[src/rtl/sfr_pkg.sv]
package sfr_pkg;
  localparam int STAT_W = 8;
  localparam int BIT_C  = 0;
  localparam int BIT_AC = 1;
  localparam int BIT_Z  = 2;
  localparam int BIT_OV = 3;
  localparam int BIT_PD = 4;
  localparam int BIT_TO = 5;
  localparam int USED_W = 6;

  typedef enum logic [2:0] {
    OP_NONE  = 3'd0,
    OP_ADD   = 3'd1,
    OP_SUB   = 3'd2,
    OP_LOGIC = 3'd3,
    OP_RLC   = 3'd4,
    OP_RRC   = 3'd5
  } aluOp_e;

  typedef struct packed {
    logic ldArith;
    logic subSel;
    logic ldZero;
    logic ldRotL;
    logic ldRotR;
    logic swWrite;
    logic pdSet;
    logic pdClr;
    logic toSet;
    logic toClr;
  } sfrStrobe_t;
endpackage

[src/rtl/sfr_ctrl.sv]
module sfr_ctrl
  import sfr_pkg::*;
(
  input  logic [2:0] aluOp,
  input  logic       regWrEn,
  input  logic       evPowerUp,
  input  logic       evWdtTimeout,
  input  logic       evClrWdt,
  input  logic       evHalt,
  output sfrStrobe_t strobe
);
  logic pdClear;
  logic toClear;

  assign pdClear = evPowerUp | evClrWdt;
  assign toClear = evPowerUp | evClrWdt | evHalt;

  always_comb begin
    strobe         = '0;
    strobe.ldArith = (aluOp == OP_ADD) || (aluOp == OP_SUB);
    strobe.subSel  = (aluOp == OP_SUB);
    strobe.ldZero  = strobe.ldArith || (aluOp == OP_LOGIC);
    strobe.ldRotL  = (aluOp == OP_RLC);
    strobe.ldRotR  = (aluOp == OP_RRC);
    strobe.swWrite = regWrEn;
    // power-down: clear sources beat halt
    strobe.pdClr   = pdClear;
    strobe.pdSet   = evHalt & ~pdClear;
    // time-out: expiry beats every clear source
    strobe.toSet   = evWdtTimeout;
    strobe.toClr   = toClear & ~evWdtTimeout;
  end
endmodule

[src/rtl/sfr_flag_calc.sv]
module sfr_flag_calc #(
  parameter int DATA_W = 8
) (
  input  logic [DATA_W-1:0] opA,
  input  logic [DATA_W-1:0] opB,
  input  logic [DATA_W-1:0] aluRes,
  input  logic              subSel,
  output logic              carryNew,
  output logic              halfNew,
  output logic              zeroNew,
  output logic              ovfNew,
  output logic              rotLBit,
  output logic              rotRBit
);
  localparam int MSB  = DATA_W - 1;
  localparam int HALF = DATA_W / 2;

  logic [DATA_W-1:0] addendB;
  logic [DATA_W-1:0] carryInto;
  logic              carryOutTop;

  // subtraction is treated as A + ~B + !borrow
  assign addendB     = subSel ? ~opB : opB;
  assign carryInto   = opA ^ addendB ^ aluRes;
  assign carryOutTop = (opA[MSB] & addendB[MSB]) |
                       ((opA[MSB] ^ addendB[MSB]) & carryInto[MSB]);

  assign carryNew = carryOutTop;
  assign halfNew  = carryInto[HALF];
  assign zeroNew  = (aluRes == '0);
  assign ovfNew   = carryOutTop ^ carryInto[MSB];
  assign rotLBit  = opA[MSB];
  assign rotRBit  = opA[0];
endmodule

[src/rtl/sfr_datapath.sv]
module sfr_datapath
  import sfr_pkg::*;
#(
  parameter int DATA_W = 8
) (
  input  logic              clk,
  input  logic              rst_n,
  input  sfrStrobe_t        strobe,
  input  logic [DATA_W-1:0] opA,
  input  logic [DATA_W-1:0] opB,
  input  logic [DATA_W-1:0] aluRes,
  input  logic [3:0]        wrFlags,
  output logic [STAT_W-1:0] statusOut
);
  logic carryNew, halfNew, zeroNew, ovfNew, rotLBit, rotRBit;
  logic flagC, flagAc, flagZ, flagOv, flagPd, flagTo;
  logic nextC, nextAc, nextZ, nextOv, nextPd, nextTo;

  sfr_flag_calc #(.DATA_W(DATA_W)) i_calc (
    .opA      (opA),
    .opB      (opB),
    .aluRes   (aluRes),
    .subSel   (strobe.subSel),
    .carryNew (carryNew),
    .halfNew  (halfNew),
    .zeroNew  (zeroNew),
    .ovfNew   (ovfNew),
    .rotLBit  (rotLBit),
    .rotRBit  (rotRBit)
  );

  always_comb begin
    nextC  = strobe.swWrite ? wrFlags[BIT_C]  : flagC;
    nextAc = strobe.swWrite ? wrFlags[BIT_AC] : flagAc;
    nextZ  = strobe.swWrite ? wrFlags[BIT_Z]  : flagZ;
    nextOv = strobe.swWrite ? wrFlags[BIT_OV] : flagOv;
    if (strobe.ldArith) begin
      nextC  = carryNew;
      nextAc = halfNew;
      nextOv = ovfNew;
    end
    if (strobe.ldZero) nextZ = zeroNew;
    if (strobe.ldRotL) nextC = rotLBit;
    if (strobe.ldRotR) nextC = rotRBit;

    nextPd = flagPd;
    if (strobe.pdClr)      nextPd = 1'b0;
    else if (strobe.pdSet) nextPd = 1'b1;

    nextTo = flagTo;
    if (strobe.toSet)      nextTo = 1'b1;
    else if (strobe.toClr) nextTo = 1'b0;
  end

  always_ff @(posedge clk or negedge rst_n) begin
    if (!rst_n) begin
      flagC  <= 1'b0;
      flagAc <= 1'b0;
      flagZ  <= 1'b0;
      flagOv <= 1'b0;
      flagPd <= 1'b0;
      flagTo <= 1'b0;
    end else begin
      flagC  <= nextC;
      flagAc <= nextAc;
      flagZ  <= nextZ;
      flagOv <= nextOv;
      flagPd <= nextPd;
      flagTo <= nextTo;
    end
  end

  always_comb begin
    statusOut         = '0;
    statusOut[BIT_C]  = flagC;
    statusOut[BIT_AC] = flagAc;
    statusOut[BIT_Z]  = flagZ;
    statusOut[BIT_OV] = flagOv;
    statusOut[BIT_PD] = flagPd;
    statusOut[BIT_TO] = flagTo;
  end
endmodule

[src/rtl/status_flag_reg.sv]
module status_flag_reg
  import sfr_pkg::*;
#(
  parameter int DATA_W = 8
) (
  input  logic              clk,
  input  logic              rst_n,
  input  logic [2:0]        aluOp,
  input  logic [DATA_W-1:0] opA,
  input  logic [DATA_W-1:0] opB,
  input  logic [DATA_W-1:0] aluRes,
  input  logic              regWrEn,
  input  logic [STAT_W-1:0] regWrData,
  input  logic              evPowerUp,
  input  logic              evWdtTimeout,
  input  logic              evClrWdt,
  input  logic              evHalt,
  output logic [STAT_W-1:0] statusOut,
  output logic              carryOut
);
  sfrStrobe_t strobe;
  logic       unusedWrBits;

  assign unusedWrBits = ^regWrData[STAT_W-1:4];

  sfr_ctrl i_ctrl (
    .aluOp        (aluOp),
    .regWrEn      (regWrEn),
    .evPowerUp    (evPowerUp),
    .evWdtTimeout (evWdtTimeout),
    .evClrWdt     (evClrWdt),
    .evHalt       (evHalt),
    .strobe       (strobe)
  );

  sfr_datapath #(.DATA_W(DATA_W)) i_dp (
    .clk       (clk),
    .rst_n     (rst_n),
    .strobe    (strobe),
    .opA       (opA),
    .opB       (opB),
    .aluRes    (aluRes),
    .wrFlags   (regWrData[3:0]),
    .statusOut (statusOut)
  );

  assign carryOut = statusOut[BIT_C];
endmodule

[config.mk]
export PLATFORM = sky130hd
export DESIGN_NAME = status_flag_reg
export DESIGN_NICKNAME = d
export VERILOG_FILES = /design/src/rtl/sfr_pkg.sv /design/src/rtl/sfr_ctrl.sv /design/src/rtl/sfr_flag_calc.sv /design/src/rtl/sfr_datapath.sv /design/src/rtl/status_flag_reg.sv
export SDC_FILE = /design/constraint.sdc
export NUM_CORES = 1
export LEC_CHECK = 0
export ABC_AREA = 1
export BUFFER_PORTS_ARGS = -buffer_cell sky130_fd_sc_hd__buf_4
export CAP_MARGIN = 30
export CORE_UTILIZATION = 40
export CTS_BUF_LIST = sky130_fd_sc_hd__clkbuf_2 sky130_fd_sc_hd__clkbuf_4 sky130_fd_sc_hd__clkbuf_8
export CTS_CLUSTER_SIZE = 8
export DETAILED_ROUTE_END_ITERATION = 10
export PLACE_DENSITY = 0.95
export SETUP_SLACK_MARGIN = 0.2
export SYNTH_ARGS = -nofsm -noshare
export SYNTH_HDL_FRONTEND = slang
export SYNTH_SLANG_ARGS = --single-unit
export TNS_END_PERCENT = 20
[constraint.sdc]
create_clock -name clk -period 2.1 [get_ports clk]
set_clock_uncertainty 0.15 [all_clocks]
set_input_delay 0.105 -clock clk [delete_from_list [all_inputs] [get_ports clk]]
set_output_delay 0.105 -clock clk [all_outputs]
set_load 0.02 [all_outputs]
==> run_results.csv <==
group,metric,value,unit
die,die_h,39.4,um
die,core-area,1300,um2
route,post_drt_via_cell_ratio,4.62,
cells_and_area,final_area,871,um2
status,status,"complete, no violations",
setup_path,worstSetupStartpointType,"input pin",
cells_and_area,n_antenna_cell,0,
place,io_buffers,33,
sta,final.min_clock_period,1640,ps
cells_and_area,fillers,121,
sta,fin_crit_sh,0.782,
logic_synthesis,synth_xor_area_frac,0.0314,
clock_tree,root_buffer,"clkbuf_4",
sta,slew_violations,0,
sta,layout_setup_ws,458,ps
global_route,grt_pass1_vias,510,
logic_synthesis,synthMuxAreaShare,0,
cells_and_area,utilization,0.669,
place,pre_cts_slack,364,ps
setup_path,crit_family,"buffers and inverters",
power,max-vdd-ir-drop,0.259,mV
sta,rsz0062_at_grt,"false",
setup_path,cp_cell_sequence,"dlygate4sd3_1, buf_4, nor4_1, dlygate4sd3_1, nand3_1, nand2_1",
clock_tree,clk_latency,240,ps
logic_synthesis,yosys_register_bits,6,
cells_and_area,nets,160,
logic_synthesis,synth_seq_area_share,0.269,
sta,final.setup.tns,0,ps
logic_synthesis,synth_top_family_by_area,"simple AND/OR/NAND/NOR gates",
place,dpl-instance-area,768,um2
clock_tree,cts_buffers,3,
route,drt_iter0_drc,8,
clock_tree,postCtsSetupBuffers,0,
die,fp.dieW,39.4,um
worst_hold_path,worstHoldStart,"aluOp[2]",
worst_hold_path,hold_class,"in2reg",
logic_synthesis,netlist_instances,78,
power,p_leak,0.498,nW
die,ios,51,
clock_tree,cts.sinks,6,
sta,finalHoldViolations,0,
sta,max_freq,609,MHz
global_route,grt_first_pass_wirelength,1980,um
power,p_per_area,474,nW/um2
logic_synthesis,synth.avg_cell_area,7.15,um2
setup_path,timing.rr.start,"i_dp.flagPd",
setup_path,max_stage_delay,600,ps
setup_path,crit_fanout,1,
setup_path,crit_path_end_kind,"register",
route,route.detailed.drc,0,
clock_tree,cts_buffer_depth,2,
logic_synthesis,netlist_area,558,um2
place,place_hpwl,1010,um
place,gp_congestion,0.718,
logic_synthesis,ys_warn_count,0,
route,detail-route-antenna-nets,0,
sta,setup_viol,0,
global_route,grt.overflow.total,0,
logic_synthesis,synth-adder-area-share,0.0359,
route,dr_total_vias,601,
global_route,grt_max_degree,7,
setup_path,cp.required,2140,ps
clock_tree,cts_tree,"built",
die,dieArea,1550,um2
global_route,grt_usage,0.203,
setup_path,critPathBufInv,3,
setup_path,startpoint,"aluRes[6]",
setup_path,slowest_stage,"dlygate4sd3_1",
setup_path,cp_data_arrival_time,1680,ps
cells_and_area,area_delta_synth_final,56.1,%
die,start_util,0.429,
route,routed_wl,1510,um
clock_tree,cts_resized,0,
clock_tree,path_clk_slew,50,ps
logic_synthesis,synth_compound_area_frac,0.0762,
flow_run,cap_violations,0,
logic_synthesis,yosysUniqueCellTypes,20,
cells_and_area,drive_gt1_frac,0.426,
clock_tree,htreeDepth,1,
route,first_pass_iters,4,
global_route,antenna_found_initial,0,
setup_path,cp_common_cell,"dlygate4sd3_1",
route,post_drt_wl_per_cell,11.6,um
logic_synthesis,synthSimpleGateAreaFrac,0.399,
setup_path,path_class,"in2reg",
clock_tree,ctsHoldBuffers,8,
die,num_rows,13,
-- path summary, 6_finish.rpt --
| check | end | slack, ps | cells past startpoint |
|---|---|---|---|
| setup / recovery | i_dp.flagZ | 460 | 6 |
| hold / removal | i_dp.flagZ | 7 | 3 |
| setup reg to reg | i_dp.flagPd | 730 | 2 |
| hold reg to reg | i_dp.flagOv | 360 | 2 |
| max in group asynchronous | i_dp.flagPd | 1630 | 2 |
| min in group asynchronous | i_dp.flagZ | 50 | 2 |
-- flip-flops by register name, indices dropped and copies added (netlist names) --
signal	cells
i_dp.flagAc	1
i_dp.flagC	1
i_dp.flagOv	1
i_dp.flagPd	1
i_dp.flagTo	1
i_dp.flagZ	1
-- power breakdown --
part	switching (mW)	leakage [nW]	internal, mW	total (mW)
logic	0.0834	0.411	0.0866	0.170
clock network	0.0425	0.0138	0.0647	0.107
registers	0.00772	0.0733	0.128	0.135
-- through the flow --
step,hold slack (ps),std cells,power (mW)
global route,33.6,130,0.432
finish,7.02,130,0.413
floorplan,-341,79,0.236
detailed placement,-235,119,0.293
global placement,-237,119,0.289
CTS,7.02,130,0.410
-- placed cells by master, fill, tap and decap left out --
cell type,instances
a21oi_2,1
a31o_2,1
buf_4,33
clkbuf_4,3
conb_1,2
dfrtp_1,6
dlygate4sd3_1,8
fa_1,1
inv_1,9
inv_2,2
nand2_1,21
nand2_2,4
nand2_4,1
nand3_1,4
nand3_2,4
nand3b_1,2
nor2_1,4
nor3_1,1
nor4_1,2
o21a_1,2
o21ai_0,2
xnor2_1,2
-- cell families (layout without fill, tap and decap cells) --
family	after synthesis	after routing
fa+ha+maj	1	1
compound gates	6	6
other cells	1	2
simple gates	43	43
flops	6	6
xor+xnor	2	2
buf+inv	19	55
-- layer usage --
metal | up-vias | routed length [um] | track usage
li1 | 312 | - | -
met1 | 255 | 516 | 0.171
met2 | 31 | 890 | 0.442
met3 | 3 | 89 | 0
met4 | 0 | 14 | 0.129
met5 | - | 0 | 0
-- area by class of cell --
class,count,area (um2),share of cell area
inverters,11,41.3,0.0474
flip-flops and latches,6,150,0.172
clock buffers,3,22.5,0.0259
repair buffers,41,328,0.376
well taps,15,18.8,0.0216
multi-input cells,54,310,0.356
-- worst reg2reg max path, cell delays in order, from the launching register on --
cell	delay, ps
dfrtp_1	360
o21a_1	170
dlygate4sd3_1	560
-- synth_stat cells --
| master | count | area (um2) |
|---|---|---|
| inv_1 | 9 | 33.8 |
| buf_4 | 8 | 60.1 |
| dfrtp_1 | 6 | 150 |
| nand2_2 | 4 | 25.0 |
| conb_1 | 1 | 3.75 |
| nor3_1 | 1 | 5.00 |
| xnor2_1 | 2 | 17.5 |
| nand2_4 | 1 | 11.3 |
| nor2_1 | 4 | 15.0 |
| nand2_1 | 21 | 78.8 |
| a31o_2 | 1 | 8.76 |
| o21a_1 | 2 | 15.0 |
| fa_1 | 1 | 20.0 |
| nand3_2 | 4 | 40.0 |
| nor4_1 | 2 | 12.5 |
| inv_2 | 2 | 7.51 |
| nand3_1 | 4 | 20.0 |
| o21ai_0 | 2 | 10.0 |
| a21oi_2 | 1 | 8.76 |
| nand3b_1 | 2 | 15.0 |
Note: power is estimated with default switching activity, not from simulation.
